### src/rtl/pps_pkg.sv
package pps_pkg;

  typedef enum logic [2:0] {
    PS_OFF    = 3'd0,
    PS_RAMP   = 3'd1,
    PS_SETTLE = 3'd2,
    PS_SIG    = 3'd3,
    PS_LAMP   = 3'd4,
    PS_DIM    = 3'd5
  } pps_state_e;

  typedef enum logic [1:0] {
    STEP_GOOD   = 2'd0,
    STEP_SUPSIG = 2'd1,
    STEP_DIM    = 2'd2
  } pps_step_e;

endpackage

### src/rtl/pps_tick_timer.sv
module pps_tick_timer #(
  parameter int W       = 8,
  parameter int RST_VAL = 0
) (
  input  logic         clk,
  input  logic         rst_n,
  input  logic         start,
  input  logic [W-1:0] load,
  input  logic         tick,
  output logic         done
);

  logic [W-1:0] cnt;

  // A load wins over a tick in the same cycle, so that tick is not counted.
  always_ff @(posedge clk or negedge rst_n) begin
    if (!rst_n) begin
      cnt <= W'(RST_VAL);
    end else if (start) begin
      cnt <= load;
    end else if (tick && (cnt != '0)) begin
      cnt <= cnt - 1'b1;
    end
  end

  assign done = (cnt == '0);

  // without a fresh load the remaining interval only shrinks.
  a_r8_no_count_up: assert property (@(posedge clk) disable iff (!rst_n)
    !start |=> (cnt <= $past(cnt)));

endmodule

### src/rtl/pps_fsm.sv
module pps_fsm
  import pps_pkg::*;
(
  input  logic       clk,
  input  logic       rst_n,
  input  logic       pwr_req,
  input  logic       supply_good,
  input  logic       step_done,
  input  logic       sup_lamp_done,
  input  logic       sig_lamp_done,
  input  logic       off_done,
  output pps_state_e state_q,
  output pps_state_e state_d,
  output logic       step_start,
  output pps_step_e  step_sel,
  output logic       sup_lamp_start,
  output logic       sig_lamp_start,
  output logic       off_start,
  output logic       fault
);

  logic fault_set;

  always_comb begin
    state_d        = state_q;
    step_start     = 1'b0;
    step_sel       = STEP_GOOD;
    sup_lamp_start = 1'b0;
    sig_lamp_start = 1'b0;
    off_start      = 1'b0;
    fault_set      = 1'b0;
    case (state_q)
      PS_OFF: begin
        if (pwr_req && off_done && !fault) begin
          state_d    = PS_RAMP;
          step_start = 1'b1;
          step_sel   = STEP_GOOD;
        end
      end
      PS_RAMP: begin
        if (!pwr_req) begin
          state_d   = PS_OFF;
          off_start = 1'b1;
        end else if (supply_good) begin
          state_d        = PS_SETTLE;
          step_start     = 1'b1;
          step_sel       = STEP_SUPSIG;
          sup_lamp_start = 1'b1;
        end else if (step_done) begin
          state_d   = PS_OFF;
          off_start = 1'b1;
          fault_set = 1'b1;
        end
      end
      PS_SETTLE: begin
        if (!pwr_req) begin
          state_d   = PS_OFF;
          off_start = 1'b1;
        end else if (step_done) begin
          state_d        = PS_SIG;
          sig_lamp_start = 1'b1;
        end
      end
      PS_SIG: begin
        if (!pwr_req) begin
          state_d   = PS_OFF;
          off_start = 1'b1;
        end else if (sup_lamp_done && sig_lamp_done) begin
          state_d = PS_LAMP;
        end
      end
      PS_LAMP: begin
        if (!pwr_req) begin
          state_d    = PS_DIM;
          step_start = 1'b1;
          step_sel   = STEP_DIM;
        end
      end
      PS_DIM: begin
        if (step_done) begin
          state_d   = PS_OFF;
          off_start = 1'b1;
        end
      end
      default: begin
        state_d   = PS_OFF;
        off_start = 1'b1;
      end
    endcase
  end

  always_ff @(posedge clk or negedge rst_n) begin
    if (!rst_n) begin
      state_q <= PS_OFF;
      fault   <= 1'b0;
    end else begin
      state_q <= state_d;
      if (fault_set) begin
        fault <= 1'b1;
      end
    end
  end

  // the latched fault keeps the machine parked in the off state.
  a_r3_fault_parks_off: assert property (@(posedge clk) disable iff (!rst_n)
    (fault && state_q == PS_OFF) |=> (state_q == PS_OFF));

  // leaving the supply ramp towards signal enable requires supply-good.
  a_r4_settle_after_good: assert property (@(posedge clk) disable iff (!rst_n)
    (state_q == PS_SETTLE && $past(state_q) == PS_RAMP) |-> $past(supply_good));

endmodule

### src/rtl/pnl_pwr_seq.sv
module pnl_pwr_seq
  import pps_pkg::*;
#(
  parameter int T_GOOD_MAX = 10,
  parameter int T_SUP_SIG  = 1,
  parameter int T_SIG_LAMP = 100,
  parameter int T_SUP_LAMP = 180,
  parameter int T_LAMP_SIG = 20,
  parameter int T_OFF_MIN  = 150
) (
  input  logic clk,
  input  logic rst_n,
  input  logic ms_tick,
  input  logic pwr_req,
  input  logic supply_good,
  output logic supply_en,
  output logic sig_oe,
  output logic lamp_en,
  output logic fault
);

  localparam int MAX_A = (T_GOOD_MAX > T_SUP_SIG)  ? T_GOOD_MAX : T_SUP_SIG;
  localparam int MAX_B = (T_SIG_LAMP > T_SUP_LAMP) ? T_SIG_LAMP : T_SUP_LAMP;
  localparam int MAX_C = (T_LAMP_SIG > T_OFF_MIN)  ? T_LAMP_SIG : T_OFF_MIN;
  localparam int MAX_D = (MAX_A > MAX_B) ? MAX_A : MAX_B;
  localparam int MAX_T = (MAX_C > MAX_D) ? MAX_C : MAX_D;
  localparam int TW    = $clog2(MAX_T + 1);

  pps_state_e    state_q, state_d;
  pps_step_e     step_sel;
  logic          step_start, sup_lamp_start, sig_lamp_start, off_start;
  logic          step_done, sup_lamp_done, sig_lamp_done, off_done;
  logic [TW-1:0] step_load;

  pps_fsm u_fsm (
    .clk            (clk),
    .rst_n          (rst_n),
    .pwr_req        (pwr_req),
    .supply_good    (supply_good),
    .step_done      (step_done),
    .sup_lamp_done  (sup_lamp_done),
    .sig_lamp_done  (sig_lamp_done),
    .off_done       (off_done),
    .state_q        (state_q),
    .state_d        (state_d),
    .step_start     (step_start),
    .step_sel       (step_sel),
    .sup_lamp_start (sup_lamp_start),
    .sig_lamp_start (sig_lamp_start),
    .off_start      (off_start),
    .fault          (fault)
  );

  always_comb begin
    case (step_sel)
      STEP_SUPSIG: step_load = TW'(T_SUP_SIG);
      STEP_DIM:    step_load = TW'(T_LAMP_SIG);
      default:     step_load = TW'(T_GOOD_MAX);
    endcase
  end

  pps_tick_timer #(.W(TW), .RST_VAL(0)) u_step (
    .clk(clk), .rst_n(rst_n), .start(step_start), .load(step_load),
    .tick(ms_tick), .done(step_done));

  pps_tick_timer #(.W(TW), .RST_VAL(0)) u_sup_lamp (
    .clk(clk), .rst_n(rst_n), .start(sup_lamp_start), .load(TW'(T_SUP_LAMP)),
    .tick(ms_tick), .done(sup_lamp_done));

  pps_tick_timer #(.W(TW), .RST_VAL(0)) u_sig_lamp (
    .clk(clk), .rst_n(rst_n), .start(sig_lamp_start), .load(TW'(T_SIG_LAMP)),
    .tick(ms_tick), .done(sig_lamp_done));

  // The off window is already running when reset releases.
  pps_tick_timer #(.W(TW), .RST_VAL(T_OFF_MIN)) u_off (
    .clk(clk), .rst_n(rst_n), .start(off_start), .load(TW'(T_OFF_MIN)),
    .tick(ms_tick), .done(off_done));

  // Enables are registered from the next state.
  always_ff @(posedge clk or negedge rst_n) begin
    if (!rst_n) begin
      supply_en <= 1'b0;
      sig_oe    <= 1'b0;
      lamp_en   <= 1'b0;
    end else begin
      supply_en <= (state_d != PS_OFF);
      sig_oe    <= (state_d == PS_SIG) || (state_d == PS_LAMP) || (state_d == PS_DIM);
      lamp_en   <= (state_d == PS_LAMP);
    end
  end

  a_r9_sig_needs_supply: assert property (@(posedge clk) disable iff (!rst_n)
    sig_oe |-> supply_en);

  a_r9_lamp_needs_sig: assert property (@(posedge clk) disable iff (!rst_n)
    lamp_en |-> sig_oe);

  a_r2_rise_after_window: assert property (@(posedge clk) disable iff (!rst_n)
    $rose(supply_en) |-> ($past(off_done) && !$past(fault)));

  a_r5_lamp_after_both: assert property (@(posedge clk) disable iff (!rst_n)
    $rose(lamp_en) |-> ($past(sup_lamp_done) && $past(sig_lamp_done)));

  a_r6_dim_before_drop: assert property (@(posedge clk) disable iff (!rst_n)
    ($fell(sig_oe) && $past(state_q) == PS_DIM) |-> $past(step_done));

  a_r3_fault_sticky: assert property (@(posedge clk) disable iff (!rst_n)
    fault |=> fault);

  a_r3_fault_all_off: assert property (@(posedge clk) disable iff (!rst_n)
    $rose(fault) |-> (!supply_en && !sig_oe && !lamp_en));

endmodule

### config.mk
export PLATFORM = sky130hd
export DESIGN_NAME = pnl_pwr_seq
export DESIGN_NICKNAME = d
export VERILOG_FILES = /design/src/rtl/pps_pkg.sv /design/src/rtl/pps_tick_timer.sv /design/src/rtl/pps_fsm.sv /design/src/rtl/pnl_pwr_seq.sv
export SDC_FILE = /design/constraint.sdc
export NUM_CORES = 1
export LEC_CHECK = 0
export BUFFER_PORTS_ARGS = -buffer_cell sky130_fd_sc_hd__buf_2
export CAP_MARGIN = 5
export CORE_MARGIN = 2
export CORE_UTILIZATION = 55
export CTS_CLUSTER_DIAMETER = 40
export DETAILED_ROUTE_END_ITERATION = 10
export PLACE_DENSITY = 0.68
export SLEW_MARGIN = 10
export SYNTH_ARGS = -nofsm -noshare
export SYNTH_HDL_FRONTEND = slang
export SYNTH_HIERARCHICAL = 1
export SYNTH_SLANG_ARGS = --single-unit
### constraint.sdc
create_clock -name clk -period 3.5 [get_ports clk]
set_input_delay 0.525 -clock clk [delete_from_list [all_inputs] [get_ports clk]]
set_output_delay 0.525 -clock clk [all_outputs]
set_load 0.1 [all_outputs]
== After elaboration in Yosys (flattened, before gate mapping) ==
Cells that the tools add are included.
Storage, ports and cells
  bits in registers: 39
  bits of input ports: 5
  output and inout bits: 4
  logic and storage cells: 86
Cells by class
  add/sub/neg operators: 4
  equal/unequal tests: 10
  muxes and demuxes: 37
  reductions and logical operators: 26
Operator list (number)
  2-to-1 mux 8 bit: 8
  logical NOT 8 bit: 4
  nonzero test 8 bit: 4
  subtractor 8 x 1 -> 8 bit (second input constant): 4
  2-to-1 mux 3 bit: 9
  one-hot mux 3 bit (6 select lines): 1
  2-to-1 mux 1 bit: 13
  == test 3 bit (second input constant): 4
  one-hot mux 5 bit (2 select lines): 1
  == test 3 x 2 -> 1 bit (second input constant): 3
  nonzero test 2 bit: 4
  logical AND 1 bit: 7
  2-to-1 mux 2 bit: 2
  one-hot mux 1 bit (4 select lines): 1
  one-hot mux 2 bit (2 select lines): 1
  OR reduction 2 bit: 2
  == test 3 x 1 -> 1 bit (second input constant): 1
  logical NOT 3 bit: 1
  one-hot mux 1 bit (3 select lines): 1
  nonzero test 3 bit: 1
  == test 2 x 1 -> 1 bit (second input constant): 1
  == test 2 bit (second input constant): 1
  logical OR 1 bit: 2
  logical NOT 1 bit: 1

== Longest topological paths before layout ==
Gate-level depths: netlist (run 1).
  depth after elaboration: 8
  mapped depth: 11
  mapped depth without buffers: 10

== Hierarchy ==
The synthesis (run 1) kept the hierarchy.
By module, submodules not included
  pps_tick_timer at u_sig_lamp ...: times used 3, cells an instance 58, area each 528.0 sq um, seq. area each 200.2 sq um
  pps_tick_timer at u_off: times used 1, cells an instance 58, area each 533.0 sq um, seq. area each 205.2 sq um
  pps_fsm: times used 1, cells an instance 37, area each 300.3 sq um, seq. area each 100.1 sq um
  pnl_pwr_seq: times used 1, cells an instance 13, area each 142.6 sq um, seq. area each 75.1 sq um

== Worst setup path after synthesis (run 1) ==
OpenSTA, ideal clock, no wires.
  kind: flip-flop to flip-flop
  from: register u_step.cnt[0]
  to: register u_off.cnt[5]
  setup time: 0.126 ns
  arrival time: 2.425 ns
  data required time: 3.374 ns
  setup slack: 0.949 ns
  cell stages (with the launch flop): 11
  buffers on the path: 0
  period minus slack after synthesis: 2.551 ns
  cell sequence: dfrtp_1 -> inv_1 -> ha_1 -> or3b_2 -> nor2_1 -> nand2b_1 -> a21oi_1 -> nor2_1 -> clkinv_1 -> o211a_1 -> a221o_1
On the way
  longest elaborated chain between the ends: 6
  elaborated cells on any way between the ends: 7
  classes of those cells: mux (5); reduce/logical (2)
Ends and longest elaborated chain
  start, declared: RTL line pps_tick_timer.sv:13  | logic [W-1:0] cnt;
  start signal, assigned: RTL line pps_tick_timer.sv:18  | cnt <= W'(RST_VAL);
  start signal, assigned: RTL line pps_tick_timer.sv:20  | cnt <= load;
  start signal, assigned: RTL line pps_tick_timer.sv:22  | cnt <= cnt - 1'b1;
  logical NOT 8 bit (*): RTL line pps_tick_timer.sv:26  | assign done = (cnt == '0);
  via step_done: RTL line pnl_pwr_seq.sv:32  | logic step_done, sup_lamp_done, sig_lamp_done, off_done;
  2-to-1 mux 1 bit (*): RTL line pps_fsm.sv:49, pps_fsm.sv:80
  2-to-1 mux 1 bit: RTL line pps_fsm.sv:44  | end else if (supply_good) begin
  2-to-1 mux 1 bit: RTL line pps_fsm.sv:41  | if (!pwr_req) begin
  one-hot mux 1 bit (4 select lines) (*): RTL line pps_fsm.sv:32  | case (state_q)
  via off_start: RTL line pnl_pwr_seq.sv:31  | logic step_start, sup_lamp_start, sig_lamp_start, off_start;
  2-to-1 mux 8 bit or nonzero test 2 bit (tied branches)
  end signal, assigned: RTL line pps_tick_timer.sv:18
  end signal, assigned: RTL line pps_tick_timer.sv:20
  end signal, assigned: RTL line pps_tick_timer.sv:22
  end, declared: RTL line pps_tick_timer.sv:13
Mark *: on every way through the listed nets, which the timed path passes. The rest lies on a longest branch.
A chain may end at the register's enable or synchronous reset.

== Worst setup path in the final report (run 1) ==
  from: register u_step.cnt[0]
  to: register u_sig_lamp.cnt[7]
On the way
  longest elaborated chain between the ends: 5
  elaborated cells on any way between the ends: 6
  classes of those cells: mux (4); reduce/logical (2)
Ends and longest elaborated chain
  logical NOT 8 bit (*): RTL line pps_tick_timer.sv:26
  via step_done: RTL line pnl_pwr_seq.sv:32
  2-to-1 mux 1 bit (*): RTL line pps_fsm.sv:59  | end else if (step_done) begin
  2-to-1 mux 1 bit (*): RTL line pps_fsm.sv:56  | if (!pwr_req) begin
  2-to-1 mux 1 bit (*): RTL line pps_fsm.sv:32
  via sig_lamp_start: RTL line pnl_pwr_seq.sv:31
  2-to-1 mux 8 bit or nonzero test 2 bit (tied branches)
  end signal, assigned: RTL line pps_tick_timer.sv:18
  end signal, assigned: RTL line pps_tick_timer.sv:20
  end signal, assigned: RTL line pps_tick_timer.sv:22
  end, declared: RTL line pps_tick_timer.sv:13
Marks and branches as above.

==> impl_metrics.env, run 1 <==
export IMPL_result_of_the_run="completed"
export IMPL_start_util=0.580
export IMPL_postCtsSetupBuffers=0
export IMPL_clk_slew_on_worst_s_h_paths_ps=80
export IMPL_maxCapViolations=0
export IMPL_post_route_drc_count=0
export IMPL_report_final_slew_viol_count=0
export IMPL_whs_ps=342
export IMPL_grt_setup_unrepaired="no"
export IMPL_global_route_overflow_total=0
export IMPL_max_freq_mhz=339
export IMPL_die_y_um=72.2
export IMPL_timing_worst_slew_pin_value_ps=859
export IMPL_synth_xor_area_share=0
export IMPL_p_leak_nw=1.17
export IMPL_postPlaceCellArea_sq_mm=0.00274
export IMPL_postSynthRegisterBits=39
export IMPL_clock_latency_ps=290
export IMPL_worst_clock_skew_ps=4.94
export IMPL_detail_route_vias_per_cell=6.18
export IMPL_power_per_cell_area_mw_per_mm2=822
export IMPL_route_detailed_wl_per_inst_um=14.5
export IMPL_critical_path_peak_fanout=14
export IMPL_post_route_min_period_ps=2950
export IMPL_clockRootBuffer="sky130_fd_sc_hd__clkbuf_8"
export IMPL_fraction_of_layout_instances_using_a_drive_strength_above_1=0.104
export IMPL_synthesis_yosys_warnings=6
export IMPL_synth_fa_ha_area_frac=0.0489
export IMPL_antenna_diode_count=0
export IMPL_detailed_route_wl_um=5320
export IMPL_antenna_violating_nets_post_route=0
export IMPL_port_buffers=8
export IMPL_ioPinCount=9
export IMPL_drt_pass1_iter_count=5
export IMPL_timing_max_slew_rel_slack=0.427
export IMPL_reg2reg_setup_slack_ps=550
export IMPL_cts_root_to_sink_buffers=2
export IMPL_crit_reg_reg_endpoint="u_sig_lamp/cnt[7]$_DFFE_PN0P_"
export IMPL_fraction_of_the_yosys_area_taken_by_sequential_cells=0.383
export IMPL_combinational_family_with_the_most_area_after_synthesis="simple AND/OR/NAND/NOR gates"
export IMPL_final_setup_tns_ps=0
export IMPL_fin_ws_ps=552
export IMPL_detail_route_iter0_violations=142
export IMPL_hpwl_um=3680
export IMPL_worst_path_dominant_cell_family="simple AND/OR/NAND/NOR gates"
export IMPL_cts_hold_repair_buffers=0
export IMPL_rr_worst_depth=9
export IMPL_synth_mux_area_frac=0.00391
export IMPL_type_of_the_worst_setup_path="flop to flop"
export IMPL_critical_path_slowest_cell="sky130_fd_sc_hd__or3b_2"
export IMPL_critical_path_max_stage_delay_ps=480
export IMPL_worst_hold_path_type="primary input to async pin"
export IMPL_die_width_um=72.2
export IMPL_critPathLaunchType="flop"
export IMPL_synthSimpleGateAreaFrac=0.281
export IMPL_setup_worst_path_end_class="flop"
export IMPL_regToRegStartpoint="u_step/cnt[0]$_DFFE_PN0P_"
export IMPL_layout_overhead_on_the_synthesized_area_pct=10.8
export IMPL_grt_start_max_net_pins=40
export IMPL_num_nets_final=330
export IMPL_fraction_of_the_mapped_netlist_area_in_compound_gates=0.239
export IMPL_clock_tree_htree_level_count=2
export IMPL_pre_cts_ws_ps=605
export IMPL_coreArea_sq_mm=0.00441
export IMPL_grt_pass1_vias=2045
export IMPL_ir_worst_vdd_uv=403
export IMPL_layout_worst_path_cycle_share=0.842
export IMPL_tritoncts_buffer_count=5
export IMPL_grt_usage=0.228
export IMPL_grt_first_pass_wirelength_um=9430
export IMPL_syn_instance_count=282
export IMPL_crit_buf_inv=3
export IMPL_synthesis_area_sq_mm=0.00256
export IMPL_route_vias_total=2274
export IMPL_finalHoldViolCount=0
export IMPL_finalInstanceArea_sq_mm=0.00284
export IMPL_rows=24
export IMPL_gp_congestion=0.768
export IMPL_crit_arrival_ps=3130
export IMPL_syn_mean_instance_area_sq_um=9.08
export IMPL_antenna_found_initial=0
export IMPL_tritoncts_num_sinks=39
export IMPL_total_die_area_sq_mm=0.00522
export IMPL_cts_repair_resize_count=0
export IMPL_fin_util=0.643
export IMPL_ys_types=44
export IMPL_critical_path_cell_sequence="inv_1, ha_1, or3b_2, nor2_1, and4b_1, buf_4, clkinv_1, o311a_1, a221o_1"
export IMPL_finalSetupViolations=0
export IMPL_cts_tree="yes"
export IMPL_worst_endpoint_required_ps=3680
-- how the worst max path moves through the flow --
stage / slack [ps] / start / cells past startpoint / end
finish: 550 / u_step/cnt[0]$_DFFE_PN0P_ / 9 / u_sig_lamp/cnt[7]$_DFFE_PN0P_
global route: 320 / u_step/cnt[0]$_DFFE_PN0P_ / 9 / u_sig_lamp/cnt[5]$_DFFE_PN0P_
CTS: 610 / u_step/cnt[0]$_DFFE_PN0P_ / 9 / u_sig_lamp/cnt[7]$_DFFE_PN0P_
detailed placement: 610 / u_step/cnt[0]$_DFFE_PN0P_ / 9 / u_sig_lamp/cnt[7]$_DFFE_PN0P_
global placement: 710 / u_step/cnt[0]$_DFFE_PN0P_ / 9 / u_sig_lamp/cnt[7]$_DFFE_PN0P_
floorplan: 950 / u_step/cnt[0]$_DFFE_PN0P_ / 10 / u_off/cnt[5]$_DFFE_PN0P_
-- stage by stage --
| step | cells | power [mW] |
|---|---|---|
| floorplan | 307 | 1.76 |
| global placement | 360 | 1.98 |
| detailed placement | 360 | 1.99 |
| CTS | 368 | 2.34 |
| global route | 368 | 2.54 |
| finish | 368 | 2.33 |
-- power breakdown --
part / switching, mW / internal, mW / leakage (nW)
combinational: 0.619 / 0.456 / 0.646
sequential: 0.241 / 0.680 / 0.476
clock: 0.154 / 0.180 / 0.0515
-- placed cells by master, fill, tap and decap left out, drive strengths merged --
cell type	n
or3	5
mux2i	1
and2	1
and4bb	1
o211ai	4
o2111ai	5
nand3b	1
o311a	4
a31oi	8
nand2b	2
nor2	24
a31o	1
nor3	12
dfstp	4
o31ai	4
ha	10
o221ai	4
dfrtp	35
nand4	8
and4b	1
nor2b	7
clkbuf	8
nor3b	15
conb	27
or3b	8
clkinv	4
a2bb2oi	4
a21oi	16
nand3	10
o21ai	12
a211o	8
nand2	12
or4	12
nor4	4
inv	10
o211a	4
buf	12
a221o	8
-- final cells by class --
cell class | instances | area (sq um)
well taps | 52 | 65.1
fillers | 392 | 1580
repair buffers | 12 | 70.1
flip-flops and latches | 39 | 981
multi-input cells | 243 | 1570
inverters | 14 | 52.6
clock buffers | 8 | 100
-- cell usage after synthesis --
cell type	number	area share
sky130_fd_sc_hd__conb_1	2	0.0029
sky130_fd_sc_hd__or4_1	12	0.035
sky130_fd_sc_hd__nor2b_2	1	0.0034
sky130_fd_sc_hd__and4bb_1	1	0.0049
sky130_fd_sc_hd__o31ai_1	4	0.012
sky130_fd_sc_hd__o21ai_0	9	0.018
sky130_fd_sc_hd__o2111ai_1	5	0.017
sky130_fd_sc_hd__nand2_1	12	0.018
sky130_fd_sc_hd__o311a_1	4	0.016
sky130_fd_sc_hd__or3b_2	4	0.014
sky130_fd_sc_hd__and4b_1	1	0.0039
sky130_fd_sc_hd__nor2_1	24	0.035
sky130_fd_sc_hd__dfrtp_1	35	0.34
sky130_fd_sc_hd__ha_1	10	0.049
sky130_fd_sc_hd__inv_1	10	0.015
sky130_fd_sc_hd__a221o_1	8	0.031
sky130_fd_sc_hd__o211a_1	4	0.016
sky130_fd_sc_hd__o211ai_1	4	0.012
sky130_fd_sc_hd__clkinv_1	4	0.0059
sky130_fd_sc_hd__nand4_1	8	0.020
sky130_fd_sc_hd__nor2b_1	6	0.015
sky130_fd_sc_hd__a21oi_1	16	0.031
sky130_fd_sc_hd__o21ai_1	2	0.0039
sky130_fd_sc_hd__a31o_1	1	0.0034
sky130_fd_sc_hd__nor4_1	4	0.0098
sky130_fd_sc_hd__or3_1	5	0.012
sky130_fd_sc_hd__nand3b_1	1	0.0029
sky130_fd_sc_hd__or3b_1	4	0.014
sky130_fd_sc_hd__mux2i_1	1	0.0039
sky130_fd_sc_hd__o221ai_1	4	0.014
sky130_fd_sc_hd__a31oi_1	8	0.020
sky130_fd_sc_hd__nor3_1	12	0.023
sky130_fd_sc_hd__nor3b_1	15	0.044
sky130_fd_sc_hd__a211o_2	4	0.016
sky130_fd_sc_hd__nand3_1	10	0.020
sky130_fd_sc_hd__dfstp_2	4	0.041
sky130_fd_sc_hd__o21ai_2	1	0.0034
sky130_fd_sc_hd__clkbuf_1	4	0.0059
sky130_fd_sc_hd__a2bb2oi_1	4	0.014
sky130_fd_sc_hd__buf_4	1	0.0029
sky130_fd_sc_hd__a211o_1	4	0.014
sky130_fd_sc_hd__nand2b_1	2	0.0049
sky130_fd_sc_hd__buf_2	6	0.012
sky130_fd_sc_hd__and2_1	1	0.0024
-- state kept, by name, indices dropped and copies added, names as in the netlist --
| signal | count |
|---|---|
| lamp_en | 1 |
| u_sup_lamp/cnt | 8 |
| sig_oe | 1 |
| supply_en | 1 |
| u_off/cnt | 8 |
| u_step/cnt | 8 |
| u_fsm/fault | 1 |
| u_fsm/state_q | 3 |
| u_sig_lamp/cnt | 8 |
-- cells by family (layout without fill, tap and decap cells) --
| logic type | after synthesis | in the layout |
|---|---|---|
| AND/OR/NAND/NOR | 123 | 123 |
| AO/OA/AOI/OAI | 82 | 82 |
| flip-flops | 39 | 39 |
| buffers and inverters | 25 | 34 |
| adder cells (fa/ha/maj) | 10 | 10 |
| other | 2 | 27 |
| multiplexers | 1 | 1 |
-- per-layer routing --
metal	GRT usage	wire length [um]	part of all wire	up-vias
met5	0	0	0	-
met4	0.0692	59	0.011	0
met2	0.357	2380	0.45	42
met1	0.322	2680	0.50	1088
met3	0.0431	197	0.037	6
li1	-	-	-	1138
Note: power is estimated with default switching activity, not from simulation.
==> run 2, diff against run 1 <==
Settings changed: ABC_AREA from default to 1, PLACE_DENSITY 0.68 to 0.71.
Clock period 3.5 ns to 2.59 ns, I/O delays scaled along.
==> impl_metrics.env, run 2 <==
export IMPL_ir_worst_vdd_uv=504
export IMPL_postCtsSetupBuffers=0
export IMPL_tritoncts_buffer_count=5
export IMPL_final_setup_tns_ps=0
export IMPL_crit_buf_inv=4
export IMPL_drt_pass1_iter_count=4
export IMPL_asyncSetResetFlopFracSynth=1.00
export IMPL_predominant_post_synthesis_flop_cell="sky130_fd_sc_hd__dfrtp_1"
export IMPL_antenna_violating_nets_post_route=0
export IMPL_crit_arrival_ps=2320
export IMPL_final_cell_mix="sky130_fd_sc_hd__nand2_1 (155), sky130_fd_sc_hd__nand3_1 (63), sky130_fd_sc_hd__inv_1 (49)"
export IMPL_worst_setup_path_startpoint="u_step/cnt[0]$_DFFE_PN0P_"
export IMPL_cts_tree="yes"
export IMPL_die_y_um=76.4
export IMPL_power_switching_mw=1.64
export IMPL_timing_critical_path_to="u_off/cnt[3]$_DFFE_PN0P_"
export IMPL_total_die_area_sq_mm=0.00583
export IMPL_fraction_of_layout_instances_using_a_drive_strength_above_1=0.118
export IMPL_p_leak_nw=1.66
export IMPL_ys_top_cells_by_count="sky130_fd_sc_hd__nand2_1 (155), sky130_fd_sc_hd__nand3_1 (63), sky130_fd_sc_hd__inv_1 (49)"
export IMPL_cp_common_cell="sky130_fd_sc_hd__nand2_1"
export IMPL_num_nets_final=497
export IMPL_number_of_flops_mapped_to_enable_cells_by_yosys=0
export IMPL_finalHoldViolCount=0
export IMPL_post_route_min_period_ps=2130
export IMPL_power_consumption_mw=3.38
export IMPL_setup_worst_path_end_class="flop"
export IMPL_netSwitchingFraction=0.486
export IMPL_timing_max_slew_rel_slack=0.408
export IMPL_critical_path_cell_sequence="inv_1, ha_1, nand2_1, nor2_1, inv_1, o21ai_1, nand2_1, nand3_1, inv_1, nand2_4, clkinv_2, nand2_1, nand2_1"
export IMPL_worst_clock_skew_ps=7.92
export IMPL_fin_util=0.634
export IMPL_worst_hold_path_type="primary input to async pin"
export IMPL_finalInstanceArea_sq_mm=0.00322
export IMPL_p_int_mw=1.74
export IMPL_antenna_found_initial=0
export IMPL_seq_power_share=0.342
export IMPL_worst_endpoint_required_ps=2780
export IMPL_timing_worst_slew_pin_value_ps=887
export IMPL_synth_top_area_frac=0.304
export IMPL_grt_start_max_net_pins=40
export IMPL_critical_path_peak_fanout=8
export IMPL_cts_root_to_sink_buffers=2
export IMPL_route_detailed_wl_per_inst_um=10.7
export IMPL_clock_tree_htree_level_count=2
export IMPL_detail_route_iter0_violations=116
export IMPL_fraction_of_the_yosys_area_taken_by_sequential_cells=0.340
export IMPL_combinationalPowerShare=0.521
export IMPL_type_of_the_worst_setup_path="flop to flop"
export IMPL_global_route_overflow_total=0
export IMPL_route_vias_total=2706
export IMPL_synth_top_cells_by_area="sky130_fd_sc_hd__dfrtp_1 (30%), sky130_fd_sc_hd__nand2_1 (20%), sky130_fd_sc_hd__nand3_1 (11%)"
export IMPL_timing_critical_path_depth=13
export IMPL_cts_hold_repair_buffers=0
export IMPL_die_width_um=76.4
export IMPL_detailed_route_wl_um=5890
export IMPL_report_final_slew_viol_count=0
export IMPL_post_route_drc_count=0
export IMPL_postPlaceCellArea_sq_mm=0.00312
export IMPL_worst_path_dominant_cell_family="simple AND/OR/NAND/NOR gates"
export IMPL_rr_worst_depth=13
export IMPL_rows=26
export IMPL_grt_setup_unrepaired="no"
export IMPL_antenna_diode_count=0
export IMPL_crit_reg_reg_endpoint="u_off/cnt[3]$_DFFE_PN0P_"
export IMPL_grt_pass1_vias=2511
export IMPL_postSynthRegisterBits=39
export IMPL_critPathLaunchType="flop"
export IMPL_critical_path_max_stage_delay_ps=380
export IMPL_yosysTopAreaCell="sky130_fd_sc_hd__dfrtp_1"
export IMPL_fin_ws_ps=457
export IMPL_syn_mean_instance_area_sq_um=6.52
export IMPL_detail_route_vias_per_cell=4.89
export IMPL_hpwl_um=4250
export IMPL_coreArea_sq_mm=0.00507
export IMPL_power_per_cell_area_mw_per_mm2=1050
export IMPL_start_util=0.568
export IMPL_maxCapViolations=0
export IMPL_syn_instance_count=442
export IMPL_synthesis_area_sq_mm=0.00288
export IMPL_ioPinCount=9
export IMPL_clock_latency_ps=290
export IMPL_share_clk_of_total_power=0.137
export IMPL_clk_slew_on_worst_s_h_paths_ps=80
export IMPL_finalSetupViolations=0
export IMPL_final_common_cell="sky130_fd_sc_hd__nand2_1"
export IMPL_clockRootBuffer="sky130_fd_sc_hd__clkbuf_8"
export IMPL_layout_overhead_on_the_synthesized_area_pct=11.7
export IMPL_cts_repair_resize_count=0
export IMPL_port_buffers=8
export IMPL_result_of_the_run="completed"
export IMPL_tritoncts_num_sinks=39
export IMPL_ys_types=23
export IMPL_grt_usage=0.224
export IMPL_layout_worst_path_cycle_share=0.824
export IMPL_gp_congestion=0.896
export IMPL_regToRegStartpoint="u_step/cnt[0]$_DFFE_PN0P_"
export IMPL_reg2reg_setup_slack_ps=460
export IMPL_synth_most_common_cell="sky130_fd_sc_hd__nand2_1"
export IMPL_pre_cts_ws_ps=473
export IMPL_grt_first_pass_wirelength_um=10800
export IMPL_critical_path_slowest_cell="sky130_fd_sc_hd__dfrtp_1"
export IMPL_max_freq_mhz=469
export IMPL_synthesis_yosys_warnings=6
## run 2: cell count changes after synthesis, sizes merged, moves of 8 or more
cell and change:
a31oi -8, a221o -8, inv +42, a21oi -16, o21ai +18, or4 -12, nor3b -15, nand2 +153
nand3 +55, nor3 -12, nor2 +33, or3b -8, a211o -8
## run 2: layout make-up
type / count / area (sq um)
Multi-Input combinational cell: 367 / 1760
Timing Repair Buffer: 13 / 77.6
Sequential cell: 39 / 981
Tap cell: 70 / 87.6
Clock buffer: 8 / 100
Inverter: 56 / 215
Fill cell: 515 / 1860
## run 2: kinds of logic after synthesis
group | count (synthesis) | synth area share
compound gates | 31 | 0.0699
xor+xnor | 4 | 0.0122
fa+ha+maj | 10 | 0.0434
buf+inv | 61 | 0.0825
flops | 39 | 0.340
other cells | 2 | 0.00261
simple gates | 295 | 0.449
## run 2: worst min path at each step
stage               cells after the start  slack (ps)                        to
global placement                        2         480   u_fsm/fault$_DFFE_PN0P_
global route                            1         290  u_off/cnt[3]$_DFFE_PN0P_
finish                                  1         200  u_off/cnt[3]$_DFFE_PN0P_
detailed placement                      2         480   u_fsm/fault$_DFFE_PN0P_
CTS                                     1         250  u_off/cnt[0]$_DFFE_PN0P_
floorplan                               0          90         lamp_en$_DFF_PN0_
## run 2: per-layer routing
layer / wire length, um / GRT usage
met4: 103 / 0.0764
met3: 214 / 0.0379
met1: 2830 / 0.299
met5: 0 / 0
met2: 2740 / 0.369
## run 2: power by group through the flow
stage	clock network [mW]	logic (mW)	registers [mW]
final	0.462	1.76	1.16
after CTS	0.487	1.77	1.15
after floorplan	0	1.36	1.20
after global placement	0	1.73	1.16
after detailed placement	0	1.76	1.16
after global routing	0.499	2.07	1.20
## run 2: stage by stage
step	cells	hold slack, ps
floorplan	467	92.9
global placement	545	478
detailed placement	545	482
CTS	553	253
global route	553	291
finish	553	197
==> run 3, diff against run 2 <==
Clock period 2.59 ns to 1.8 ns, I/O delays scaled along.
==> impl_metrics.env, run 3 (synthesis gave the netlist of run 2 again) <==
export IMPL_power_switching_mw=2.57
export IMPL_total_die_area_sq_mm=0.00583
export IMPL_final_common_cell="sky130_fd_sc_hd__nand2_1"
export IMPL_grt_start_max_net_pins=22
export IMPL_coreArea_sq_mm=0.00507
export IMPL_netSwitchingFraction=0.469
export IMPL_tritoncts_num_sinks=39
export IMPL_crit_buf_inv=4
export IMPL_fin_util=0.709
export IMPL_rows=26
export IMPL_finalInstanceArea_sq_mm=0.00360
export IMPL_ir_worst_vdd_uv=688
export IMPL_layout_overhead_on_the_synthesized_area_pct=24.9
export IMPL_power_per_cell_area_mw_per_mm2=1520
export IMPL_grt_setup_unrepaired="yes"
export IMPL_detail_route_iter0_violations=146
export IMPL_grt_first_pass_wirelength_um=10600
export IMPL_layoutNonFillerInstCount=588
export IMPL_hpwl_um=4550
export IMPL_worst_endpoint_required_ps=1980
export IMPL_p_int_mw=2.91
export IMPL_share_clk_of_total_power=0.111
export IMPL_fraction_of_layout_instances_using_a_drive_strength_above_1=0.236
export IMPL_antenna_violating_nets_post_route=0
export IMPL_seq_power_share=0.293
export IMPL_detailed_route_wl_um=6340
export IMPL_clk_slew_on_worst_s_h_paths_ps=80
export IMPL_worst_path_dominant_cell_family="simple AND/OR/NAND/NOR gates"
export IMPL_clockRootBuffer="sky130_fd_sc_hd__clkbuf_8"
export IMPL_num_nets_final=533
export IMPL_pre_cts_ws_ps=-139
export IMPL_grt_pass1_vias=2522
export IMPL_clock_tree_htree_level_count=2
export IMPL_final_setup_tns_ps=0
export IMPL_maxCapViolations=0
export IMPL_report_final_slew_viol_count=0
export IMPL_ioPinCount=9
export IMPL_finalSetupViolations=0
export IMPL_finalHoldViolCount=0
export IMPL_port_buffers=8
export IMPL_global_route_overflow_total=0
export IMPL_dp_cells=574
export IMPL_route_detailed_wl_per_inst_um=10.8
export IMPL_cts_root_to_sink_buffers=2
export IMPL_tritoncts_buffer_count=5
export IMPL_combinationalPowerShare=0.596
export IMPL_crit_arrival_ps=1880
export IMPL_start_util=0.568
export IMPL_critical_path_cell_sequence="inv_2, ha_2, nand2_2, nor2_4, buf_4, nand2_1, nor2_4, inv_2, nand2_4, clkinv_2, nand2_1, nand2_1"
export IMPL_postPlaceCellArea_sq_mm=0.00335
export IMPL_route_vias_total=2857
export IMPL_power_consumption_mw=5.47
export IMPL_antenna_found_initial=0
export IMPL_clock_latency_ps=290
export IMPL_critPathLaunchType="flop"
export IMPL_critical_path_peak_fanout=8
export IMPL_post_route_min_period_ps=1700
export IMPL_p_leak_nw=1.86
export IMPL_grt_usage=0.217
export IMPL_detail_route_vias_per_cell=4.86
export IMPL_final_cell_mix="sky130_fd_sc_hd__nand2_1 (151), sky130_fd_sc_hd__nand3_1 (61), sky130_fd_sc_hd__inv_1 (42)"
export IMPL_die_width_um=76.4
export IMPL_drt_pass1_iter_count=4
export IMPL_cts_tree="yes"
export IMPL_result_of_the_run="completed"
export IMPL_type_of_the_worst_setup_path="flop to flop"
export IMPL_critical_path_max_stage_delay_ps=390
export IMPL_gp_congestion=0.877
export IMPL_critical_path_slowest_cell="sky130_fd_sc_hd__dfrtp_1"
export IMPL_whs_ps=328
export IMPL_post_route_drc_count=0
export IMPL_max_freq_mhz=588
export IMPL_antenna_diode_count=0
export IMPL_layout_worst_path_cycle_share=0.945
export IMPL_fin_ws_ps=98.4
export IMPL_setup_worst_path_end_class="flop"
export IMPL_cp_common_cell="sky130_fd_sc_hd__nand2_1"
export IMPL_worst_clock_skew_ps=4.23
export IMPL_worst_hold_path_type="primary input to flop"
export IMPL_die_y_um=76.4
==> run 3: changes by cell type in the layout (fill, tap and decap cells not counted), moves of 3 or more <==
cell                      change
sky130_fd_sc_hd__buf_4       +30
sky130_fd_sc_hd__nor2_1      -10
sky130_fd_sc_hd__inv_1        -7
sky130_fd_sc_hd__nor2_2       +7
sky130_fd_sc_hd__inv_2        +6
sky130_fd_sc_hd__buf_6        +4
sky130_fd_sc_hd__nand2_1      -4
sky130_fd_sc_hd__nand2_2      +4
sky130_fd_sc_hd__nor2_4       +3
sky130_fd_sc_hd__o21ai_0      -3
==> run 3: worst paths after layout <==
kind / slack, ps / cells past startpoint / end / start
max reg2reg: 100 / 12 / u_sig_lamp/cnt[2]$_DFFE_PN0P_ / u_step/cnt[0]$_DFFE_PN0P_
max in group asynchronous: 770 / 3 / u_off/cnt[2]$_DFFE_PN1P_ / rst_n
max: 100 / 12 / u_sig_lamp/cnt[2]$_DFFE_PN0P_ / u_step/cnt[0]$_DFFE_PN0P_
min in group asynchronous: 480 / 2 / u_off/cnt[6]$_DFFE_PN0P_ / rst_n
min: 330 / 4 / u_fsm/fault$_DFFE_PN0P_ / supply_good
min reg2reg: 500 / 2 / u_off/cnt[2]$_DFFE_PN1P_ / u_off/cnt[2]$_DFFE_PN1P_
==> run 3: power by group through the flow <==
stage	registers, mW	logic [mW]	clock network (mW)
2_1_floorplan	1.73	1.96	0
3_3_place_gp	1.58	2.96	0
3_5_place_dp	1.59	3.02	0
4_1_cts	1.58	3.07	0.634
5_1_grt	1.67	3.69	0.673
6_report	1.60	3.26	0.606
==> run 3: layer usage <==
layer | up-vias | global-route usage | share of wire
met5 | - | 0 | 0
met4 | 0 | 0.0473 | 0.0046
met3 | 4 | 0.0367 | 0.035
met2 | 43 | 0.361 | 0.49
met1 | 1293 | 0.300 | 0.47
li1 | 1517 | - | -
==> run 3: area by class of cell <==
type | instances | area, sq um
multi-input combinational | 367 | 1840
sequential | 39 | 983
inverter | 56 | 218
fill | 459 | 1480
tap | 70 | 87.6
clock buffer | 6 | 82.6
timing repair buffer | 49 | 378
clock inverter | 1 | 5.00
==> run 3: what timing repair did <==
item	in CTS	in global routing
endpoints found under the hold margin	17	0
gates resized for setup	5	35
setup endpoints to repair	17	29
pin swaps	1	11
hold buffers	1	0
gates cloned	0	1
buffers inserted	1	4
==> run 3: tightest hold or removal path, stage by stage <==
cell and delay, ps:
sky130_fd_sc_hd__buf_2 100, sky130_fd_sc_hd__inv_1 50, sky130_fd_sc_hd__nand2_1 80, sky130_fd_sc_hd__o21ai_1 70
